==> src/rtl/gpio_amask_pkg.sv <==
package gpio_amask_pkg;

   typedef enum logic [1:0] {
      ACC_NONE = 2'd0,
      ACC_DATA = 2'd1,
      ACC_DIR  = 2'd2
   } acc_kind_e;

endpackage

==> src/rtl/gpio_amask_decode.sv <==
module gpio_amask_decode
   import gpio_amask_pkg::*;
#(
   parameter int DATA_W     = 8,
   parameter int ADDR_W     = 12,
   parameter int DIR_OFFSET = 'h400
) (
   input  logic [ADDR_W-1:2] addr,
   output acc_kind_e         kind,
   output logic [DATA_W-1:0] mask
);
   localparam int WIN_LSB = DATA_W + 2;
   localparam logic [ADDR_W-1:0] DIR_ADDR = ADDR_W'(DIR_OFFSET);

   logic in_window;
   logic is_dir;

   assign in_window = (addr[ADDR_W-1:WIN_LSB] == '0);
   assign is_dir    = (addr == DIR_ADDR[ADDR_W-1:2]);
   assign mask      = addr[WIN_LSB-1:2];

   always_comb begin
      if (in_window)   kind = ACC_DATA;
      else if (is_dir) kind = ACC_DIR;
      else             kind = ACC_NONE;
   end
endmodule

==> src/rtl/gpio_amask_sync.sv <==
module gpio_amask_sync #(
   parameter int DATA_W = 8,
   parameter int STAGES = 2
) (
   input  logic              clk,
   input  logic              rst_n,
   input  logic [DATA_W-1:0] async_in,
   output logic [DATA_W-1:0] sync_out
);
   logic [DATA_W-1:0] chain [STAGES];

   genvar s;
   generate
      for (s = 0; s < STAGES; s++) begin : g_stage
         if (s == 0) begin : g_first
            always_ff @(posedge clk) begin
               if (!rst_n) chain[0] <= '0;
               else        chain[0] <= async_in;
            end
         end else begin : g_next
            always_ff @(posedge clk) begin
               if (!rst_n) chain[s] <= '0;
               else        chain[s] <= chain[s-1];
            end
         end
      end
   endgenerate

   assign sync_out = chain[STAGES-1];
endmodule

==> src/rtl/gpio_amask_store.sv <==
module gpio_amask_store
   import gpio_amask_pkg::*;
#(
   parameter int DATA_W = 8
) (
   input  logic              clk,
   input  logic              rst_n,
   input  logic              wr_en,
   input  acc_kind_e         kind,
   input  logic [DATA_W-1:0] mask,
   input  logic [DATA_W-1:0] wdata,
   output logic [DATA_W-1:0] data_q,
   output logic [DATA_W-1:0] dir_q
);
   always_ff @(posedge clk) begin
      if (!rst_n) begin
         data_q <= '0;
      end else if (wr_en && kind == ACC_DATA) begin
         data_q <= (data_q & ~mask) | (wdata & mask);
      end
   end

   always_ff @(posedge clk) begin
      if (!rst_n) begin
         dir_q <= '0;
      end else if (wr_en && kind == ACC_DIR) begin
         dir_q <= wdata;
      end
   end
endmodule

==> src/rtl/gpio_amask_rdpath.sv <==
module gpio_amask_rdpath
   import gpio_amask_pkg::*;
#(
   parameter int DATA_W = 8,
   parameter int BUS_W  = 32
) (
   input  logic              clk,
   input  logic              rst_n,
   input  logic              rd_en,
   input  acc_kind_e         kind,
   input  logic [DATA_W-1:0] mask,
   input  logic [DATA_W-1:0] data_q,
   input  logic [DATA_W-1:0] dir_q,
   input  logic [DATA_W-1:0] pin_sync,
   output logic [BUS_W-1:0]  rdata
);
   logic [DATA_W-1:0] live;
   logic [DATA_W-1:0] word;

   assign live = (dir_q & data_q) | (~dir_q & pin_sync);

   always_comb begin
      case (kind)
         ACC_DATA: word = live & mask;
         ACC_DIR:  word = dir_q;
         default:  word = '0;
      endcase
   end

   always_ff @(posedge clk) begin
      if (!rst_n)     rdata <= '0;
      else if (rd_en) rdata <= BUS_W'(word);
      else            rdata <= '0;
   end
endmodule

==> src/rtl/gpio_amask_port.sv <==
module gpio_amask_port
   import gpio_amask_pkg::*;
#(
   parameter int DATA_W      = 8,
   parameter int ADDR_W      = 12,
   parameter int BUS_W       = 32,
   parameter int DIR_OFFSET  = 'h400,
   parameter int SYNC_STAGES = 2
) (
   input  logic              clk,
   input  logic              rst_n,
   input  logic [ADDR_W-1:2] bus_addr,
   input  logic              bus_wr,
   input  logic              bus_rd,
   input  logic [DATA_W-1:0] bus_wdata,
   output logic [BUS_W-1:0]  bus_rdata,
   input  logic [DATA_W-1:0] pin_in,
   output logic [DATA_W-1:0] pin_out,
   output logic [DATA_W-1:0] pin_oe
);
   localparam int WIN_BYTES = 1 << (DATA_W + 2);

   generate
      if (DATA_W < 1 || DATA_W > 16) begin : g_bad_width
         $error("gpio_amask_port: DATA_W out of range");
      end
      if (BUS_W < DATA_W) begin : g_bad_bus
         $error("gpio_amask_port: BUS_W narrower than DATA_W");
      end
      if (ADDR_W < DATA_W + 3) begin : g_bad_addr
         $error("gpio_amask_port: ADDR_W leaves no room beyond the data window");
      end
      if (DIR_OFFSET < WIN_BYTES || DIR_OFFSET >= (1 << ADDR_W) || (DIR_OFFSET % 4) != 0) begin : g_bad_dir
         $error("gpio_amask_port: DIR_OFFSET must be word aligned and outside the data window");
      end
      if (SYNC_STAGES < 2) begin : g_bad_sync
         $error("gpio_amask_port: SYNC_STAGES must be at least 2");
      end
   endgenerate

   acc_kind_e         acc_kind;
   logic [DATA_W-1:0] acc_mask;
   logic [DATA_W-1:0] store_data;
   logic [DATA_W-1:0] store_dir;
   logic [DATA_W-1:0] pin_sync;

   gpio_amask_decode #(
      .DATA_W     (DATA_W),
      .ADDR_W     (ADDR_W),
      .DIR_OFFSET (DIR_OFFSET)
   ) decode_i (
      .addr (bus_addr),
      .kind (acc_kind),
      .mask (acc_mask)
   );

   gpio_amask_store #(
      .DATA_W (DATA_W)
   ) store_i (
      .clk    (clk),
      .rst_n  (rst_n),
      .wr_en  (bus_wr),
      .kind   (acc_kind),
      .mask   (acc_mask),
      .wdata  (bus_wdata),
      .data_q (store_data),
      .dir_q  (store_dir)
   );

   gpio_amask_sync #(
      .DATA_W (DATA_W),
      .STAGES (SYNC_STAGES)
   ) sync_i (
      .clk      (clk),
      .rst_n    (rst_n),
      .async_in (pin_in),
      .sync_out (pin_sync)
   );

   gpio_amask_rdpath #(
      .DATA_W (DATA_W),
      .BUS_W  (BUS_W)
   ) rdpath_i (
      .clk      (clk),
      .rst_n    (rst_n),
      .rd_en    (bus_rd),
      .kind     (acc_kind),
      .mask     (acc_mask),
      .data_q   (store_data),
      .dir_q    (store_dir),
      .pin_sync (pin_sync),
      .rdata    (bus_rdata)
   );

   assign pin_oe  = store_dir;
   assign pin_out = store_data & store_dir;
endmodule

==> config.mk <==
export PLATFORM = sky130hd
export DESIGN_NAME = gpio_amask_port
export DESIGN_NICKNAME = d
export VERILOG_FILES = /design/src/rtl/gpio_amask_pkg.sv /design/src/rtl/gpio_amask_decode.sv /design/src/rtl/gpio_amask_sync.sv /design/src/rtl/gpio_amask_store.sv /design/src/rtl/gpio_amask_rdpath.sv /design/src/rtl/gpio_amask_port.sv
export SDC_FILE = /design/constraint.sdc
export NUM_CORES = 1
export LEC_CHECK = 0
export BUFFER_PORTS_ARGS = -buffer_cell sky130_fd_sc_hd__clkbuf_2
export CAP_MARGIN = 20
export CORE_MARGIN = 1.5
export CORE_UTILIZATION = 46
export DETAILED_ROUTE_END_ITERATION = 10
export PLACE_DENSITY = 0.89
export REMOVE_ABC_BUFFERS = 1
export SYNTH_ARGS = -nofsm -noshare
export SYNTH_HDL_FRONTEND = slang
export SYNTH_SLANG_ARGS = --single-unit
==> constraint.sdc <==
create_clock -name clk -period 1.5 [get_ports clk]
set_input_delay 0.225 -clock clk [delete_from_list [all_inputs] [get_ports clk]]
set_output_delay 0.225 -clock clk [all_outputs]
set_load 0.005 [all_outputs]
==> flow_metrics.py, run 1 <==
metrics = {
    "status": {
        "status": "finished clean",
    },
    "synth": {
        "synth_edf_count": 0,
        "syn_area_um2": 1760,
        "synth_commonest_cells": "40 x dfxtp_1, 24 x and2_1, 24 x buf_4",
        "yosys_warnings": 0,
        "synth_top_area_share_pct": 45.6,
        "yosysMostFrequentCell": "dfxtp_1",
        "avgSynthCellArea_um2": 9.65,
        "synth_top_cells_by_area": "dfxtp_1 46%, buf_4 10%, and2_1 8.5%",
        "synth-seq-cells": 40,
        "async_flop_share_pct": 0,
        "synth_cell_types": 22,
        "ys.flop_type": "dfxtp_1",
        "synth_cells": 182,
        "seq_area_frac_synth_pct": 45.6,
        "synth.largest_area_cell": "dfxtp_1",
    },
    "floorplan": {
        "initial_core_util_pct": 48.0,
        "die_area_um2": 4200,
        "pin_count": 78,
        "core_um2": 3660,
        "die_h_um": 64.8,
        "die_w_um": 64.8,
        "row_count": 22,
    },
    "routing": {
        "drt-total-wl_mm": 3.74,
        "num_vias": 1418,
        "met1Wirelength_mm": 1.57,
        "dr_wl_met3_um": 261,
        "vias_per_cell": 4.82,
        "drc": 0,
        "drt_first_iter_violations": 78,
        "wl_per_cell_um": 12.7,
        "top_layer": "met4",
        "met2_length_mm": 1.90,
        "first_pass_iters": 4,
        "ant_nets": 0,
    },
    "final_layout": {
        "fin_util_pct": 58.9,
        "area_growth_pct": 22.6,
        "final_layout_size_suffix_gt1_share_pct": 30.9,
        "antennaDiodeCount": 0,
        "final_area_um2": 2150,
        "nets": 275,
    },
    "grt": {
        "grt_pass1_wl_mm": 6.03,
        "grt-ovfl-total": 0,
        "grt_usage_pct": 19.3,
        "antenna_found_initial": 0,
        "grt_max_degree": 19,
        "grt_pass1_vias": 1352,
    },
    "timing": {
        "fmax_ghz": 0.801,
        "finalClockSkew_ns": 0.00863,
        "period_share_pct": 83.2,
        "setup_viol": 0,
        "slew_violations": 0,
        "finalHoldViolations": 0,
        "setup_tns_ns": 0,
        "layout_min_cycle_time_ns": 1.25,
        "grt_setup_unrepaired": "false",
        "whs_ns": 0.136,
    },
    "critical_path": {
        "crit_chain": "and2_1 -> clkbuf_2",
        "cp.depth": 2,
        "reg2reg_depth": 3,
        "path_buf_inv": 1,
        "cp_max_fo": 5,
        "start_kind": "flop",
        "required_ns": 1.27,
        "reg2reg_to": "rdpath_i.rdata[2]$_SDFF_PN0_",
        "crit_family": "flip-flops",
        "critPathKind": "flop to output port",
        "reg2reg_slack_ns": 0.53,
        "cp_slowest_cell": "dfxtp_1",
        "r2r_start": "store_i.dir_q[2]$_SDFFE_PN0P_",
        "arrival_ns": 1.02,
        "end_kind": "output port",
        "critical_path.max_stage_delay_ns": 0.41,
    },
    "cts": {
        "cts_buffer_depth": 2,
        "ctsResizeCount": 0,
        "path_clk_slew_ns": 0.08,
        "root_buffer": "clkbuf_8",
        "cts_tree": "yes",
        "clock_latency_ns": 0.29,
        "cts_hold_buf": 0,
        "cts_made_buffers": 5,
        "cts_setup_buffers": 0,
        "htreeDepth": 2,
        "cts_num_sinks": 40,
    },
    "worst_hold_path": {
        "min_path_cells": 2,
        "min_to": "sync_i.chain[0][4]$_SDFF_PN0_",
        "min_from": "pin_in[4]",
        "hold_class": "primary input to flop",
    },
    "job": {
        "maxCapViolations": 0,
    },
    "placement": {
        "dpl_cell_area_um2": 2030,
        "io_buffer_count": 53,
        "dpl.hpwl_mm": 2.82,
        "routabilityCongestion": 0.813,
    },
    "power": {
        "cellLeakagePower_nw": 0.998,
        "irDropWorstVdd_mv": 0.455,
        "powerDensity_nw_per_um2": 1010,
    },
}
[final cells by class]
type / count / area [µm²]
multi-input combinational: 135 / 832
tap: 48 / 60.1
fill: 336 / 1510
timing repair buffer: 63 / 340
clock buffer: 6 / 82.6
clock inverter: 2 / 38.8
sequential: 40 / 801
[routing by layer]
layer | vias to the layer above | global-route usage [%]
li1 | 706 | -
met3 | 2 | 7.81
met1 | 660 | 22.5
met5 | - | 0
met4 | 0 | 7.45
met2 | 50 | 31.6
[cells in the final DEF (no fill, tap or decap)]
| cell type | instances |
|---|---|
| a21boi_0 | 8 |
| a21oi_1 | 8 |
| and2_1 | 24 |
| and3_1 | 7 |
| and3_2 | 1 |
| and4_1 | 1 |
| buf_4 | 10 |
| bufinv_16 | 1 |
| clkbuf_2 | 53 |
| clkbuf_8 | 6 |
| clkinv_4 | 1 |
| conb_1 | 24 |
| dfxtp_1 | 40 |
| mux2i_1 | 8 |
| nand2_1 | 17 |
| nand4_1 | 8 |
| nor2_1 | 1 |
| nor2_2 | 1 |
| nor2b_1 | 8 |
| nor3b_2 | 1 |
| nor4_4 | 1 |
| nor4b_4 | 1 |
| o211ai_1 | 8 |
| o21a_1 | 8 |
[cells by family (layout without fill, tap and decap cells)]
family                 count (synthesis)  count (layout)  synth area share (%)
AO/OA/AOI/OAI                         32              32                  12.5
buffers and inverters                 30              71                  12.0
flip-flops                            40              40                  45.6
multiplexers                           8               8                  4.56
other                                  1              24                 0.213
AND/OR/NAND/NOR                       71              71                  25.1
[metrics by stage]
step / power (mW) / cells / worst slack, ns
finish: 2.17 / 294 / 0.252
global route: 2.27 / 294 / 0.190
CTS: 2.20 / 294 / 0.245
detailed placement: 1.28 / 286 / 0.182
global placement: 1.27 / 286 / 0.244
floorplan: 1.18 / 175 / 0.107
[power by group]
part | switching, mW | internal, mW | leakage [nW]
combinational | 0.0928 | 0.0684 | 0.610
clock | 0.371 | 0.544 | 0.0614
sequential | 0.00556 | 1.09 | 0.326
total | 0.469 | 1.70 | 0.998
[worst max-delay path by stage]
stage / from / to / slack [ns]
finish: store_i.dir_q[5]$_SDFFE_PN0P_ / pin_out[5] / 0.25
global route: store_i.dir_q[5]$_SDFFE_PN0P_ / pin_out[5] / 0.19
detailed placement: bus_addr[6] / store_i.dir_q[4]$_SDFFE_PN0P_ / 0.18
floorplan: bus_addr[6] / store_i.dir_q[0]$_SDFFE_PN0P_ / 0.11
global placement: bus_addr[6] / store_i.dir_q[6]$_SDFFE_PN0P_ / 0.24
CTS: store_i.dir_q[5]$_SDFFE_PN0P_ / pin_out[5] / 0.24
(Power assumes the default switching activity.)
==> run 2: changes to the inputs <==
--- a/config.mk
+++ b/config.mk
@@ -8,9 +8,9 @@
 export BUFFER_PORTS_ARGS = -buffer_cell sky130_fd_sc_hd__clkbuf_2
 export CAP_MARGIN = 20
 export CORE_MARGIN = 1.5
-export CORE_UTILIZATION = 46
+export CORE_UTILIZATION = 42
 export DETAILED_ROUTE_END_ITERATION = 10
-export PLACE_DENSITY = 0.89
+export PLACE_DENSITY = 0.86
 export REMOVE_ABC_BUFFERS = 1
 export SYNTH_ARGS = -nofsm -noshare
 export SYNTH_HDL_FRONTEND = slang
==> constraint.sdc (replaced) <==
create_clock -name clk -period 1.1 [get_ports clk]
set_input_delay 0.165 -clock clk [delete_from_list [all_inputs] [get_ports clk]]
set_output_delay 0.165 -clock clk [all_outputs]
set_load 0.005 [all_outputs]
==> run 2 against run 1 <==
Non-clock buffer count is 18 higher. Via count is 6.4% higher. Clock power is 42% higher. Sequential cell count unchanged. Setup slack worse by 0.22 ns. Worst hold slack got worse by 0.067 ns. Largest cell class unchanged. Largest power group unchanged.
==> flow_metrics.py, run 2 (synthesis gave the netlist of run 1 again) <==
metrics = {
    "final_layout": {
        "fin_cells": 314,
        "final_layout_size_suffix_gt1_share_pct": 40.5,
        "final_cell_mix": "52 x clkbuf_2, 32 x dfxtp_1, 28 x buf_4, 24 x conb_1, 19 x and2_1",
        "nets": 293,
        "final_area_um2": 2330,
        "n_fill_cell": 367,
        "area_growth_pct": 32.5,
        "layout_commonest_cell": "clkbuf_2",
        "antennaDiodeCount": 0,
        "fin_util_pct": 58.2,
    },
    "floorplan": {
        "die_h_um": 67.7,
        "die_area_um2": 4580,
        "core_um2": 4000,
        "die_w_um": 67.7,
        "pin_count": 78,
        "row_count": 23,
        "initial_core_util_pct": 43.9,
    },
    "critical_path": {
        "cp_slowest_cell": "dfxtp_4",
        "reg2reg_to": "rdpath_i.rdata[0]$_SDFF_PN0_",
        "critical_path.max_stage_delay_ns": 0.36,
        "path_buf_inv": 1,
        "start_kind": "flop",
        "end_kind": "output port",
        "critPathKind": "flop to output port",
        "reg2reg_depth": 5,
        "cp_max_fo": 5,
        "crit_family": "flip-flops",
        "arrival_ns": 0.91,
        "reg2reg_slack_ns": 0.07,
        "crit_chain": "and2_4 -> buf_6",
        "required_ns": 0.94,
        "r2r_start": "store_i.dir_q[0]$_SDFFE_PN0P_",
    },
    "timing": {
        "finalClockSkew_ns": 0.00528,
        "whs_ns": 0.0687,
        "period_share_pct": 97.5,
        "setup_slack_ns": 0.0279,
        "setup_viol": 0,
        "slew_violations": 0,
        "grt_setup_unrepaired": "false",
        "finalHoldViolations": 0,
        "layout_min_cycle_time_ns": 1.07,
        "setup_tns_ns": 0,
        "fmax_ghz": 0.933,
    },
    "cts": {
        "htreeDepth": 2,
        "path_clk_slew_ns": 0.07,
        "clock_latency_ns": 0.30,
        "cts_num_sinks": 40,
        "cts_made_buffers": 5,
        "root_buffer": "clkbuf_8",
        "cts_hold_buf": 0,
        "cts_buffer_depth": 2,
        "cts_tree": "yes",
    },
    "worst_hold_path": {
        "min_path_cells": 2,
        "hold_class": "primary input to flop",
        "min_from": "pin_in[4]",
        "min_to": "sync_i.chain[0][4]$_SDFF_PN0_",
    },
    "routing": {
        "ant_nets": 0,
        "drc": 0,
        "num_vias": 1509,
        "wl_per_cell_um": 13.0,
        "first_pass_iters": 4,
        "vias_per_cell": 4.81,
        "drt-total-wl_mm": 4.08,
        "drt_first_iter_violations": 54,
    },
    "placement": {
        "dpl.hpwl_mm": 2.81,
        "routabilityCongestion": 0.833,
        "placedCellCount": 293,
        "dpl_cell_area_um2": 2070,
        "io_buffer_count": 53,
        "dp_slack_ns": -0.148,
    },
    "power": {
        "power.total_mw": 3.03,
        "powerDensity_nw_per_um2": 1300,
        "cellLeakagePower_nw": 1.11,
        "irDropWorstVdd_mv": 0.736,
    },
    "grt": {
        "grt_pass1_wl_mm": 6.18,
        "grt-ovfl-total": 0,
        "grt_max_degree": 16,
        "antenna_found_initial": 0,
        "grt_pass1_vias": 1390,
        "grt_usage_pct": 19.2,
    },
    "status": {
        "status": "finished clean",
    },
    "job": {
        "maxCapViolations": 0,
    },
}
run 2: cell count changes in the layout (fill, tap and decap cells not counted), moves of 5 or more:
cell,before,now
dfxtp_1,40,32
and2_4,0,5
buf_4,10,28
dfxtp_2,0,7
and2_1,24,19
run 2: final cells by class:
type                       count  area (µm²)  area share (%)
multi-input combinational    135         845            36.3
sequential                    40         813            34.9
timing repair buffer          81         482            20.7
clock buffer                   7        96.3            4.14
tap                           50        62.6            2.69
clock inverter                 1        30.0            1.29
run 2: worst max-delay path by stage:
stage	start	cells past startpoint	to	slack, ns
after floorplan	bus_addr[6]	3	store_i.dir_q[0]$_SDFFE_PN0P_	-0.23
final	store_i.dir_q[1]$_SDFFE_PN0P_	2	pin_out[1]	0.03
after CTS	store_i.dir_q[1]$_SDFFE_PN0P_	2	pin_out[1]	0.004
after global placement	bus_addr[11]	5	store_i.dir_q[3]$_SDFFE_PN0P_	-0.1
after detailed placement	bus_addr[6]	5	store_i.dir_q[4]$_SDFFE_PN0P_	-0.15
after global routing	store_i.dir_q[1]$_SDFFE_PN0P_	2	pin_out[1]	0.003
run 2: metal layers:
layer  up-vias  track usage [%]  part of all wire (%)
met4         0             12.0                   3.0
met3        11             6.83                   8.4
met2        59             32.2                    49
met5         -                0                     0
met1       700             20.5                    39
li1        739                -                     -
run 2: repair_timing:
item	in CTS	in global routing
setup endpoints to repair	8	5
resized for setup	10	5
hold endpoints to repair	0	0
gates cloned	0	0
buffers inserted	12	1
run 2: power breakdown:
part | switching (mW) | internal [mW]
Combinational | 0.132 | 0.105
Clock | 0.504 | 0.800
Sequential | 0.00777 | 1.48
==> run 3: changes to the inputs <==
--- a/config.mk
+++ b/config.mk
@@ -5,9 +5,9 @@
 export SDC_FILE = /design/constraint.sdc
 export NUM_CORES = 1
 export LEC_CHECK = 0
-export BUFFER_PORTS_ARGS = -buffer_cell sky130_fd_sc_hd__clkbuf_2
+export BUFFER_PORTS_ARGS = -buffer_cell sky130_fd_sc_hd__buf_2
 export CAP_MARGIN = 20
-export CORE_MARGIN = 1.5
+export CORE_MARGIN = 5
 export CORE_UTILIZATION = 42
 export DETAILED_ROUTE_END_ITERATION = 10
 export PLACE_DENSITY = 0.86
==> run 3 against run 2 <==
Register-to-register slack is essentially flat. Clock-buffer cell count grew 1. First-iteration DRC count grew 91%. Setup slack lost 0.0051 ns. Global-route usage shrank 2.5 points. Worst hold slack gained 0.0050 ns. Utilization shrank 1.3 points. Clock skew shrank 0.0013 ns. Sequential power is essentially flat. Via count grew 1.6%. Combinational power grew 4%. Critical path type unchanged.
==> flow_metrics.py, run 3 (synthesis gave the netlist of run 1 again) <==
metrics = {
    "status": {
        "status": "finished clean",
    },
    "cts": {
        "path_clk_slew_ns": 0.07,
        "cts_made_buffers": 5,
        "clock_latency_ns": 0.29,
        "htreeDepth": 2,
        "cts_hold_buf": 0,
        "cts_num_sinks": 40,
        "cts_buffer_depth": 2,
        "root_buffer": "clkbuf_8",
        "cts_tree": "yes",
    },
    "critical_path": {
        "critPathKind": "flop to output port",
        "crit_chain": "and2_4 -> buf_6",
        "end_kind": "output port",
        "reg2reg_slack_ns": 0.08,
        "crit_family": "flip-flops",
        "cp_max_fo": 2,
        "start_kind": "flop",
        "path_buf_inv": 1,
        "arrival_ns": 0.91,
        "cp_slowest_cell": "dfxtp_1",
        "critical_path.max_stage_delay_ns": 0.36,
        "required_ns": 0.94,
    },
    "timing": {
        "finalClockSkew_ns": 0.00395,
        "setup_tns_ns": 0,
        "fmax_ghz": 0.928,
        "layout_min_cycle_time_ns": 1.08,
        "setup_viol": 0,
        "finalHoldViolations": 0,
        "slew_violations": 0,
        "period_share_pct": 97.9,
    },
    "routing": {
        "drt_first_iter_violations": 103,
        "vias_per_cell": 4.88,
        "drc": 0,
        "drt-total-wl_mm": 4.55,
        "num_vias": 1533,
        "wl_per_cell_um": 14.5,
        "first_pass_iters": 4,
        "ant_nets": 0,
    },
    "grt": {
        "grt_use_met3_pct": 5.34,
        "grt_util_met1_pct": 18.7,
        "grt_pass1_wl_mm": 6.82,
        "use_met2_pct": 27.1,
        "grt-ovfl-total": 0,
        "antenna_found_initial": 0,
        "grt_max_degree": 13,
        "busiest_layer": "met2",
        "grt_pass1_vias": 1496,
        "grt_usage_pct": 16.7,
    },
    "power": {
        "irDropWorstVdd_mv": 0.511,
        "cellLeakagePower_nw": 1.10,
        "powerDensity_nw_per_um2": 1190,
    },
    "floorplan": {
        "die_h_um": 74.7,
        "initial_core_util_pct": 43.6,
        "die_area_um2": 5580,
        "die_w_um": 74.7,
        "row_count": 23,
        "pin_count": 78,
        "core_um2": 4030,
    },
    "placement": {
        "routabilityCongestion": 0.868,
        "io_buffer_count": 53,
        "dpl.hpwl_mm": 3.32,
    },
    "final_layout": {
        "final_cell_mix": "52 x buf_2, 32 x dfxtp_1, 28 x buf_4, 24 x conb_1, 21 x and2_1",
        "area_growth_pct": 30.4,
        "nets": 293,
        "final_layout_size_suffix_gt1_share_pct": 39.4,
        "layout_commonest_cell": "buf_2",
        "n_fill_cell": 379,
        "fin_util_pct": 56.9,
        "antennaDiodeCount": 0,
    },
    "worst_hold_path": {
        "hold_class": "primary input to flop",
    },
    "job": {
        "maxCapViolations": 0,
    },
}
[run 3: cell count changes in the layout (fill, tap and decap cells not counted), sizes merged]
cell / change
clkbuf: -51
bufinv: -1
buf: +52
[run 3: final cells by class]
class,count,area [µm²],share of cell area (%)
Clock buffer,8,90.1,3.93
Multi-Input combinational cell,135,843,36.8
Sequential cell,40,813,35.5
Tap cell,50,62.6,2.73
Timing Repair Buffer,81,482,21.0
[run 3: layer usage]
layer  share of wire [%]  vias to the layer above
met2                  47                       80
met3                  10                       18
li1                    -                      732
met4                 3.9                        0
met1                  39                      703
met5                   0                        -
[run 3: path summary, 6_finish.rpt]
check	startpoint	endpoint	cells after the start
worst max-delay path	flop	pin_out[0]	2
worst min-delay path	pin_in[0]	sync_i.chain[0][0]$_SDFF_PN0_	2
worst max register to register	store_i.dir_q[1]$_SDFFE_PN0P_	rdpath_i.rdata[1]$_SDFF_PN0_	5
worst min register to register	sync_i.chain[0][1]$_SDFF_PN0_	sync_i.chain[1][1]$_SDFF_PN0_	1
[run 3: report_power, final]
group,internal (mW),switching [mW],leakage (nW)
Combinational,0.110,0.137,0.725
Sequential,1.48,0.00839,0.330
Clock,0.511,0.481,0.0455
Total,2.10,0.626,1.10
[run 3: timing repair]
item                                    in CTS  in global routing
gates resized for setup                      9                  5
setup buffers                               10                  1
endpoints found under the setup margin       8                  4
[run 3: stage by stage]
step | power (mW) | cells | cell area [µm²] | worst slack (ns) | hold WS [ns]
finish | 2.73 | 314 | 2290 | 0.0228 | 0.0737
global route | 2.84 | 314 | 2290 | -0.00507 | 0.0670
CTS | 2.75 | 313 | 2270 | -0.0000941 | 0.0665
detailed placement | 1.76 | 295 | 2090 | -0.131 | 0.374
global placement | 1.76 | 295 | 2090 | -0.0917 | 0.370
floorplan | 1.61 | 175 | 1630 | -0.233 | 0.283
